[src/rtl/ast_pkg.sv]
package ast_pkg;

   // Width of an index that counts 0..n-1, never narrower than one bit.
   function automatic int unsigned idx_bits(input int unsigned n);
      return (n > 1) ? $clog2(n) : 1;
   endfunction

endpackage

[src/rtl/ast_bclk_gen.sv]
module ast_bclk_gen #(
   parameter int unsigned HALF = 2
)(
   input  logic clk,
   input  logic rst_n,
   output logic bclk,
   output logic fall_tick
);

   generate
      if (HALF == 1) begin : g_direct
         // Bit clock toggles on every system clock.
         always_ff @(posedge clk) begin
            if (!rst_n) bclk <= 1'b0;
            else        bclk <= ~bclk;
         end
         assign fall_tick = bclk;
      end else begin : g_count
         localparam int unsigned CW = $clog2(HALF);
         logic [CW-1:0] div_q;
         logic          wrap;

         assign wrap = (div_q == CW'(HALF - 1));

         always_ff @(posedge clk) begin
            if (!rst_n) begin
               div_q <= '0;
               bclk  <= 1'b0;
            end else if (wrap) begin
               div_q <= '0;
               bclk  <= ~bclk;
            end else begin
               div_q <= div_q + 1'b1;
            end
         end
         // True in the cycle whose closing edge drives bclk low.
         assign fall_tick = wrap & bclk;
      end
   endgenerate

endmodule

[src/rtl/ast_slot_seq.sv]
module ast_slot_seq
   import ast_pkg::*;
#(
   parameter int unsigned NUM_CH = 2,
   parameter int unsigned WORD_W = 16,
   localparam int unsigned CHW   = idx_bits(NUM_CH),
   localparam int unsigned BW    = idx_bits(WORD_W)
)(
   input  logic           clk,
   input  logic           rst_n,
   input  logic           fall_tick,
   output logic           boundary,
   output logic [CHW-1:0] cur_ch,
   output logic           word_sync,
   output logic           frame_sync
);

   logic [BW-1:0] bit_q;
   logic          last_bit;

   assign last_bit = (bit_q == BW'(WORD_W - 1));
   assign boundary = fall_tick & last_bit;

   // Starts on the last bit so that the first falling edge opens channel 0.
   always_ff @(posedge clk) begin
      if (!rst_n)         bit_q <= BW'(WORD_W - 1);
      else if (boundary)  bit_q <= '0;
      else if (fall_tick) bit_q <= bit_q + 1'b1;
   end

   generate
      if (NUM_CH == 1) begin : g_mono
         assign cur_ch = '0;
      end else begin : g_multi
         logic [CHW-1:0] ch_q;
         always_ff @(posedge clk) begin
            if (!rst_n)
               ch_q <= CHW'(NUM_CH - 1);
            else if (boundary)
               ch_q <= (ch_q == CHW'(NUM_CH - 1)) ? '0 : ch_q + 1'b1;
         end
         assign cur_ch = ch_q;
      end
   endgenerate

   assign word_sync  = (bit_q == '0);
   assign frame_sync = word_sync & (cur_ch == '0);

endmodule

[src/rtl/ast_feed.sv]
module ast_feed
   import ast_pkg::*;
#(
   parameter int unsigned NUM_CH = 2,
   parameter int unsigned WORD_W = 16,
   localparam int unsigned CHW   = idx_bits(NUM_CH)
)(
   input  logic              clk,
   input  logic              rst_n,
   input  logic              boundary,
   input  logic              in_valid,
   input  logic [CHW-1:0]    in_chan,
   input  logic [WORD_W-1:0] in_word,
   output logic              in_ready,
   output logic [CHW-1:0]    want_ch,
   output logic [WORD_W-1:0] load_word,
   output logic              underrun
);

   logic              held_q;
   logic [WORD_W-1:0] hold_q;
   logic              take;

   // No accept on a load edge: the wanted channel moves on at that edge.
   assign in_ready = ~held_q & ~boundary & (in_chan == want_ch);
   assign take     = in_valid & in_ready;

   always_ff @(posedge clk) begin
      if (!rst_n) begin
         held_q   <= 1'b0;
         hold_q   <= '0;
         want_ch  <= '0;
         underrun <= 1'b0;
      end else if (boundary) begin
         held_q  <= 1'b0;
         want_ch <= (want_ch == CHW'(NUM_CH - 1)) ? '0 : want_ch + 1'b1;
         if (!held_q) underrun <= 1'b1;
      end else if (take) begin
         held_q <= 1'b1;
         hold_q <= in_word;
      end
   end

   assign load_word = held_q ? hold_q : '0;

endmodule

[src/rtl/ast_shift.sv]
module ast_shift #(
   parameter int unsigned WORD_W = 16
)(
   input  logic              clk,
   input  logic              rst_n,
   input  logic              fall_tick,
   input  logic              boundary,
   input  logic [WORD_W-1:0] load_word,
   output logic              sd_out
);

   logic [WORD_W-1:0] sh_q;

   always_ff @(posedge clk) begin
      if (!rst_n)         sh_q <= '0;
      else if (boundary)  sh_q <= load_word;
      else if (fall_tick) sh_q <= {sh_q[WORD_W-2:0], 1'b0};
   end

   assign sd_out = sh_q[WORD_W-1];

endmodule

[src/rtl/ast_serial_tx.sv]
module ast_serial_tx
   import ast_pkg::*;
#(
   parameter int unsigned NUM_CH = 2,
   parameter int unsigned WORD_W = 16,
   parameter int unsigned HALF   = 2,
   localparam int unsigned CHW   = idx_bits(NUM_CH)
)(
   input  logic              clk,
   input  logic              rst_n,
   input  logic              in_valid,
   output logic              in_ready,
   input  logic [CHW-1:0]    in_chan,
   input  logic [WORD_W-1:0] in_word,
   output logic              bclk,
   output logic              sd_out,
   output logic              word_sync,
   output logic              frame_sync,
   output logic              underrun
);

   generate
      if (WORD_W < 2) begin : g_bad_width
         $error("ast_serial_tx: WORD_W must be at least 2");
      end
      if (NUM_CH < 1) begin : g_bad_count
         $error("ast_serial_tx: NUM_CH must be at least 1");
      end
      if (HALF < 1) begin : g_bad_div
         $error("ast_serial_tx: HALF must be at least 1");
      end
   endgenerate

   logic              fall_tick;
   logic              boundary;
   logic [CHW-1:0]    cur_ch;
   logic [CHW-1:0]    want_ch;
   logic [WORD_W-1:0] load_word;

   ast_bclk_gen #(.HALF(HALF)) u_bclk (
      .clk       (clk),
      .rst_n     (rst_n),
      .bclk      (bclk),
      .fall_tick (fall_tick)
   );

   ast_slot_seq #(.NUM_CH(NUM_CH), .WORD_W(WORD_W)) u_seq (
      .clk        (clk),
      .rst_n      (rst_n),
      .fall_tick  (fall_tick),
      .boundary   (boundary),
      .cur_ch     (cur_ch),
      .word_sync  (word_sync),
      .frame_sync (frame_sync)
   );

   ast_feed #(.NUM_CH(NUM_CH), .WORD_W(WORD_W)) u_feed (
      .clk       (clk),
      .rst_n     (rst_n),
      .boundary  (boundary),
      .in_valid  (in_valid),
      .in_chan   (in_chan),
      .in_word   (in_word),
      .in_ready  (in_ready),
      .want_ch   (want_ch),
      .load_word (load_word),
      .underrun  (underrun)
   );

   ast_shift #(.WORD_W(WORD_W)) u_shift (
      .clk       (clk),
      .rst_n     (rst_n),
      .fall_tick (fall_tick),
      .boundary  (boundary),
      .load_word (load_word),
      .sd_out    (sd_out)
   );

endmodule

[config.mk]
export PLATFORM = sky130hd
export DESIGN_NAME = ast_serial_tx
export DESIGN_NICKNAME = d
export VERILOG_FILES = /design/src/rtl/ast_pkg.sv /design/src/rtl/ast_bclk_gen.sv /design/src/rtl/ast_slot_seq.sv /design/src/rtl/ast_feed.sv /design/src/rtl/ast_shift.sv /design/src/rtl/ast_serial_tx.sv
export SDC_FILE = /design/constraint.sdc
export NUM_CORES = 1
export LEC_CHECK = 0
export ABC_CLOCK_PERIOD_IN_PS = 3600
export BUFFER_PORTS_ARGS = -buffer_cell sky130_fd_sc_hd__clkbuf_2
export CAP_MARGIN = 30
export CORE_ASPECT_RATIO = 1.75
export CORE_UTILIZATION = 45
export CTS_CLUSTER_DIAMETER = 200
export DETAILED_ROUTE_END_ITERATION = 16
export PLACE_DENSITY = 0.74
export SYNTH_ARGS = -nofsm -noshare
export SYNTH_HDL_FRONTEND = slang
export SYNTH_SLANG_ARGS = --single-unit
[constraint.sdc]
create_clock -name clk -period 3.6 [get_ports clk]
set_input_delay 0.72 -clock clk [delete_from_list [all_inputs] [get_ports clk]]
set_output_delay 0.72 -clock clk [all_outputs]
set_load 0.02 [all_outputs]
==> qor.yml, run 1 <==
run_status:
  status: "complete, no violations"
die:
  start_util_pct: 47.6
  num_io_pins: 26
  row_count: 29
  core-area_um2: 3700
  dieArea_um2: 4180
  fp.dieW_um: 49.3
  fp.dieH_um: 84.8
grt:
  grt_usage_pct: 18.9
  grt_pass1_wl_mm: 5.98
  grt_max_degree: 59
  gr-total-overflow: 0
  antenna_found_initial: 0
  grt_pass1_vias: 1430
critical_path:
  crit_family: "simple AND/OR/NAND/NOR gates"
  max_stage_delay_ps: 340
  start_kind: "register"
  path_buf_inv: 2
  crit_arrival_ps: 1810
  required_ps: 2880
  critPathKind: "reg -> out"
  crit_chain: "ha_1, and4_4, and2_1, buf_4, nor3_1, clkbuf_2"
  worst_path_max_delay_cell: "dfxtp_1"
  cp-end-kind: "output pin"
  cp_max_fo: 19
sta:
  fin_tns_setup_ps: 0
  rsz0062_at_grt: "no"
  post-route-min-period_ps: 2530
  fin_skew_ps: 2.92
  setup_violations: 0
  slew_headroom_pct: 34.7
  final-hold-violation-count: 0
  max_freq_ghz: 0.395
  slew_violations: 0
  worstMarginPinSlew_ps: 980
  hold-worst-slack_ps: 457
  finalCritPeriodShare_pct: 70.3
power:
  leakagePower_nw: 0.817
  ir_drop_v: 0.000433
  power_density_nw_per_um2: 476
routing:
  via_per_inst: 5.40
  drt_iter0_drc: 34
  drc: 0
  wl_mm: 3.34
  wl_per_cell_um: 12.4
  detailroute.via_count: 1446
  ant_nets: 0
  dr.pass1.iters: 4
yosys:
  yosysTopAreaCellShare_pct: 47.7
  seq_area_frac_synth_pct: 47.7
  synth_flop_cell: "dfxtp_1"
  ys_top_cells_by_area: "dfxtp_1, mux2i_1, nor3_1"
  yosysWarnings: 0
  synth_nets: 228
  synth.top_cells.by_count: "dfxtp_1, nand2_1, nor3_1"
  yosysTopAreaCell: "dfxtp_1"
  synth_edf_count: 0
  synth_area_um2: 1760
  syn-instance-count: 206
  ys_types: 23
  avgSynthCellArea_um2: 8.56
  ys_ff_latch: 42
  yosysMostFrequentCell: "dfxtp_1"
  synthArstFlopShare_pct: 0
clocking:
  clock_latency_ps: 300
  cts_root_buf: "clkbuf_8"
  cts.sinks: 42
  h-tree-depth: 2
  clk_pin_slew_ps: 70
  post-cts-setup-buffers: 0
  cts_hold_buf: 0
  cts_tree: "done"
  clockBufferDepth: 2
  cts_buffers: 5
  ctsResizeCount: 0
placed_design:
  dp_hpwl_mm: 2.14
  io_buffers: 25
  place.gp.congestion: 0.772
layout:
  drive_gt1_share_pct: 15.3
  finish.utilization_pct: 52.8
  final_nets: 245
  nFillCells: 385
  syn2layout_area_growth_pct: 10.8
  diodes: 0
worst_hold_path:
  hold_class: "reg -> reg"
job:
  cap_violations: 0
==> final cells by class <==
cell class	instances	area (um2)	area share, %
Sequential cell	42	841	43.0
Tap cell	46	57.6	2.95
Clock buffer	6	82.6	4.23
Inverter	2	7.51	0.384
Timing Repair Buffer	26	133	6.79
Multi-Input combinational cell	146	832	42.6
==> power breakdown <==
part / internal (mW) / total (mW) / switching [mW] / leakage, nW
Combinational: 0.0491 / 0.113 / 0.0639 / 0.432
Clock: 0.148 / 0.297 / 0.150 / 0.0431
Sequential: 0.495 / 0.520 / 0.0246 / 0.343
==> metal layers <==
layer / wire length (um) / up-vias / global-route usage, %
li1: - / 735 / -
met1: 1480 / 677 / 19.9
met2: 1670 / 28 / 32.0
met3: 111 / 6 / 5.62
met4: 75 / 0 / 11.8
met5: 0 / - / 0
==> final timing paths <==
path	slack [ps]	to	cells after the start	startpoint
max	1070	in_ready	6	u_seq.bit_q[0]$_SDFFE_PN1P_
max reg2reg	1450	u_feed.hold_q[3]$_SDFFE_PN0P_	5	u_seq.bit_q[0]$_SDFFE_PN1P_
min	460	u_feed.hold_q[7]$_SDFFE_PN0P_	2	u_feed.hold_q[7]$_SDFFE_PN0P_
min reg2reg	460	u_feed.hold_q[7]$_SDFFE_PN0P_	2	u_feed.hold_q[7]$_SDFFE_PN0P_
==> layout by cell type (no fill, tap or decap), types with 2 or more instances in the layout <==
master    instances
a21oi_1          18
nor2b_1           3
clkbuf_8          6
inv_1             2
and2_1            4
ha_1              2
and3_1            2
xor2_1            2
nor2_1            3
nor3_1           31
nand2_1          37
clkbuf_2         25
dfxtp_1          42
mux2i_1          16
xnor2_1           3
o21ai_0          18
o211ai_1          2
==> through the flow <==
| stage | instances | setup WS (ps) | power, mW | instance area, um2 |
|---|---|---|---|---|
| floorplan | 206 | 1190 | 0.616 | 1760 |
| global placement | 262 | 1390 | 0.642 | 1870 |
| detailed placement | 262 | 1370 | 0.644 | 1870 |
| CTS | 268 | 1050 | 0.940 | 1950 |
| global route | 268 | 933 | 0.977 | 1950 |
| finish | 268 | 1070 | 0.930 | 1950 |
==> registers in the layout, summed over array words and instances (netlist names) <==
register              flops
u_feed.held_q             1
u_feed.hold_q            16
u_feed.underrun           1
u_bclk.g_count.div_q      1
u_shift.sh_q             16
u_bclk.bclk               1
u_seq.bit_q               4
u_feed.want_ch            1
u_seq.cur_ch              1
==> worst min-delay path, cell delays in order, from the launching register on <==
cell and delay (ps):
dfxtp_1 310, nand2_1 50, mux2i_1 50
==> kinds of logic after synthesis <==
group                    Yosys count  share of synthesized area [%]
XOR/XNOR                           5                           2.48
AND/OR/NAND/NOR                   83                           22.2
adder cells (fa/ha/maj)            2                           1.42
multiplexers                      16                           9.08
buffers and inverters             18                           5.11
flip-flops                        42                           47.7
AO/OA/AOI/OAI                     40                           12.0
No activity file was read; power rests on OpenSTA's default activity.
==> run 2, diff against run 1 <==
Settings changed: ABC_AREA from default to 1, ABC_CLOCK_PERIOD_IN_PS 3600 to 2150, PLACE_DENSITY 0.74 to 0.76.
Clock period 3.6 ns to 2.15 ns, I/O delays scaled along.
==> run 2 against run 1 <==
Non-clock buffer count rose by 5. Sequential share of layout area fell by 7.4 points. Critical path depth fell by 1. Total power rose by 91%. Worst setup slack got worse by 710 ps. Wire length rose by 24%. Flip-flop and latch count did not move. Via count rose by 26%.
==> qor.yml, run 2 <==
run_status:
  status: "complete, no violations"
power:
  leakagePower_nw: 1.11
  pwr-share-seq_pct: 48.6
  power_density_nw_per_um2: 752
  totalPowerFinal_mw: 1.78
  combPwrFrac_pct: 16.9
  p_switching_mw: 0.487
  cell_internal_pwr_mw: 1.29
  swShare_pct: 27.4
  ir_drop_v: 0.000480
  clkPwrFrac_pct: 34.5
critical_path:
  worst_path_max_delay_cell: "dfxtp_1"
  required_ps: 1720
  critPathKind: "reg -> out"
  start_kind: "register"
  cp_max_fo: 4
  crit_family: "flip-flops"
  crit_chain: "ha_1, nand3_2, nor2_4, nor3_1, clkbuf_2"
  path_buf_inv: 1
  max_stage_delay_ps: 320
  crit_arrival_ps: 1360
  cp-end-kind: "output pin"
yosys:
  syn-instance-count: 286
  ys_top_cells_by_area: "dfxtp_1, nand2_1, inv_1"
  synthArstFlopShare_pct: 0
  yosysMostFrequentCell: "nand2_1"
  ys_types: 31
  avgSynthCellArea_um2: 7.43
  seq_area_frac_synth_pct: 39.6
  synth_edf_count: 0
  yosysTopAreaCellShare_pct: 39.6
  yosysWarnings: 0
  synth_flop_cell: "dfxtp_1"
  synth_area_um2: 2120
  synth.top_cells.by_count: "nand2_1, inv_1, dfxtp_1"
  ys_ff_latch: 42
  yosysTopAreaCell: "dfxtp_1"
  synth_nets: 308
grt:
  grt_usage_pct: 20.1
  grt_pass1_wl_mm: 7.62
  antenna_found_initial: 0
  grt_max_degree: 39
  grt_pass1_vias: 1776
  gr-total-overflow: 0
layout:
  syn2layout_area_growth_pct: 11.1
  finish.utilization_pct: 52.6
  final_common_cell: "nand2_1"
  diodes: 0
  final_nets: 328
  final_cell_mix: "nand2_1, inv_1, dfxtp_1, clkbuf_2, nand3_1"
  drive_gt1_share_pct: 25.4
  largestRegisters: "u_feed.hold_q x16, u_shift.sh_q x16, u_seq.bit_q x4"
sta:
  finalCritPeriodShare_pct: 83.3
  fin_skew_ps: 5.95
  fin_tns_setup_ps: 0
  final-hold-violation-count: 0
  setup_violations: 0
  max_freq_ghz: 0.559
  worstMarginPinSlew_ps: 520
  rsz0062_at_grt: "no"
  hold-worst-slack_ps: 460
  post-route-min-period_ps: 1790
  slew_headroom_pct: 65.3
  slew_violations: 0
routing:
  drc: 0
  wl_per_cell_um: 11.6
  detailroute.via_count: 1824
  via_per_inst: 5.09
  drt_iter0_drc: 38
  wl_mm: 4.15
  ant_nets: 0
  dr.pass1.iters: 4
die:
  dieArea_um2: 5010
  row_count: 32
  num_io_pins: 26
  fp.dieW_um: 53.9
  core-area_um2: 4480
  fp.dieH_um: 92.9
  start_util_pct: 47.4
worst_hold_path:
  hold_class: "in -> reg"
clocking:
  clockBufferDepth: 2
  clock_latency_ps: 290
  cts.sinks: 42
  cts_root_buf: "clkbuf_8"
  cts_tree: "done"
  h-tree-depth: 2
  cts_hold_buf: 0
  ctsResizeCount: 0
  clk_pin_slew_ps: 80
  cts_buffers: 5
  post-cts-setup-buffers: 0
placed_design:
  dp_hpwl_mm: 2.98
  io_buffers: 25
  place.gp.congestion: 0.737
job:
  cap_violations: 0
run 2: changes by cell type in the layout (fill, tap and decap cells not counted), moves of 12 or more:
cell,change
inv_1,+42
nor3_1,-28
nand3_1,+19
mux2i_1,-16
nand4_1,+16
a31oi_1,+15
a21oi_1,-14
inv_2,+12
run 2: worst paths after layout:
check,start,endpoint,slack (ps),depth (start not counted)
setup reg to reg,u_seq.bit_q[0]$_SDFFE_PN1P_,u_feed.hold_q[4]$_SDFFE_PN0P_,590,8
setup / recovery,u_seq.bit_q[0]$_SDFFE_PN1P_,in_ready,360,5
hold / removal,in_word[13],u_feed.hold_q[13]$_SDFFE_PN0P_,460,5
hold reg to reg,u_bclk.g_count.div_q$_SDFF_PP0_,u_bclk.g_count.div_q$_SDFF_PP0_,460,1
run 2: kinds of logic (layout without fill, tap and decap cells):
kind of cell	count (synthesis)	in the layout	synth area share, %
AO/OA/AOI/OAI	41	41	10.9
AND/OR/NAND/NOR	125	125	33.1
adder cells (fa/ha/maj)	2	2	1.18
flip-flops	42	42	39.6
buffers and inverters	76	97	15.3
run 2: power groups by stage:
stage / Sequential [mW] / Combinational [mW] / Clock (mW)
global placement: 0.877 / 0.297 / 0
detailed placement: 0.880 / 0.303 / 0
floorplan: 0.874 / 0.247 / 0
global route: 0.869 / 0.340 / 0.655
finish: 0.862 / 0.300 / 0.613
CTS: 0.862 / 0.305 / 0.627
run 2: stage by stage:
stage / setup slack [ps] / cells / instance area, um2
final: 360 / 358 / 2360
after detailed placement: 598 / 350 / 2250
after global routing: 245 / 358 / 2360
after floorplan: 411 / 286 / 2120
after CTS: 339 / 358 / 2360
after global placement: 642 / 350 / 2250
run 2: area by class of cell:
class	instances	area [um2]
timing repair buffer	31	170
clock inverter	1	30.0
inverter	58	219
fill	444	2120
multi-input combinational	168	960
sequential	42	841
tap	51	63.8
clock buffer	7	76.3
run 2: routing by layer:
metal / global-route usage (%) / part of all wire, %
met2: 35.2 / 52
met4: 7.68 / 1.8
met3: 4.27 / 3.5
met5: 0 / 0
met1: 22.5 / 42
run 2: worst reg2reg max path, delay by kind of cell, from the launching register on:
family,cells,cell delay [ps]
simple gates,5,810
flops,1,320
fa+ha+maj,1,240
buf+inv,2,120
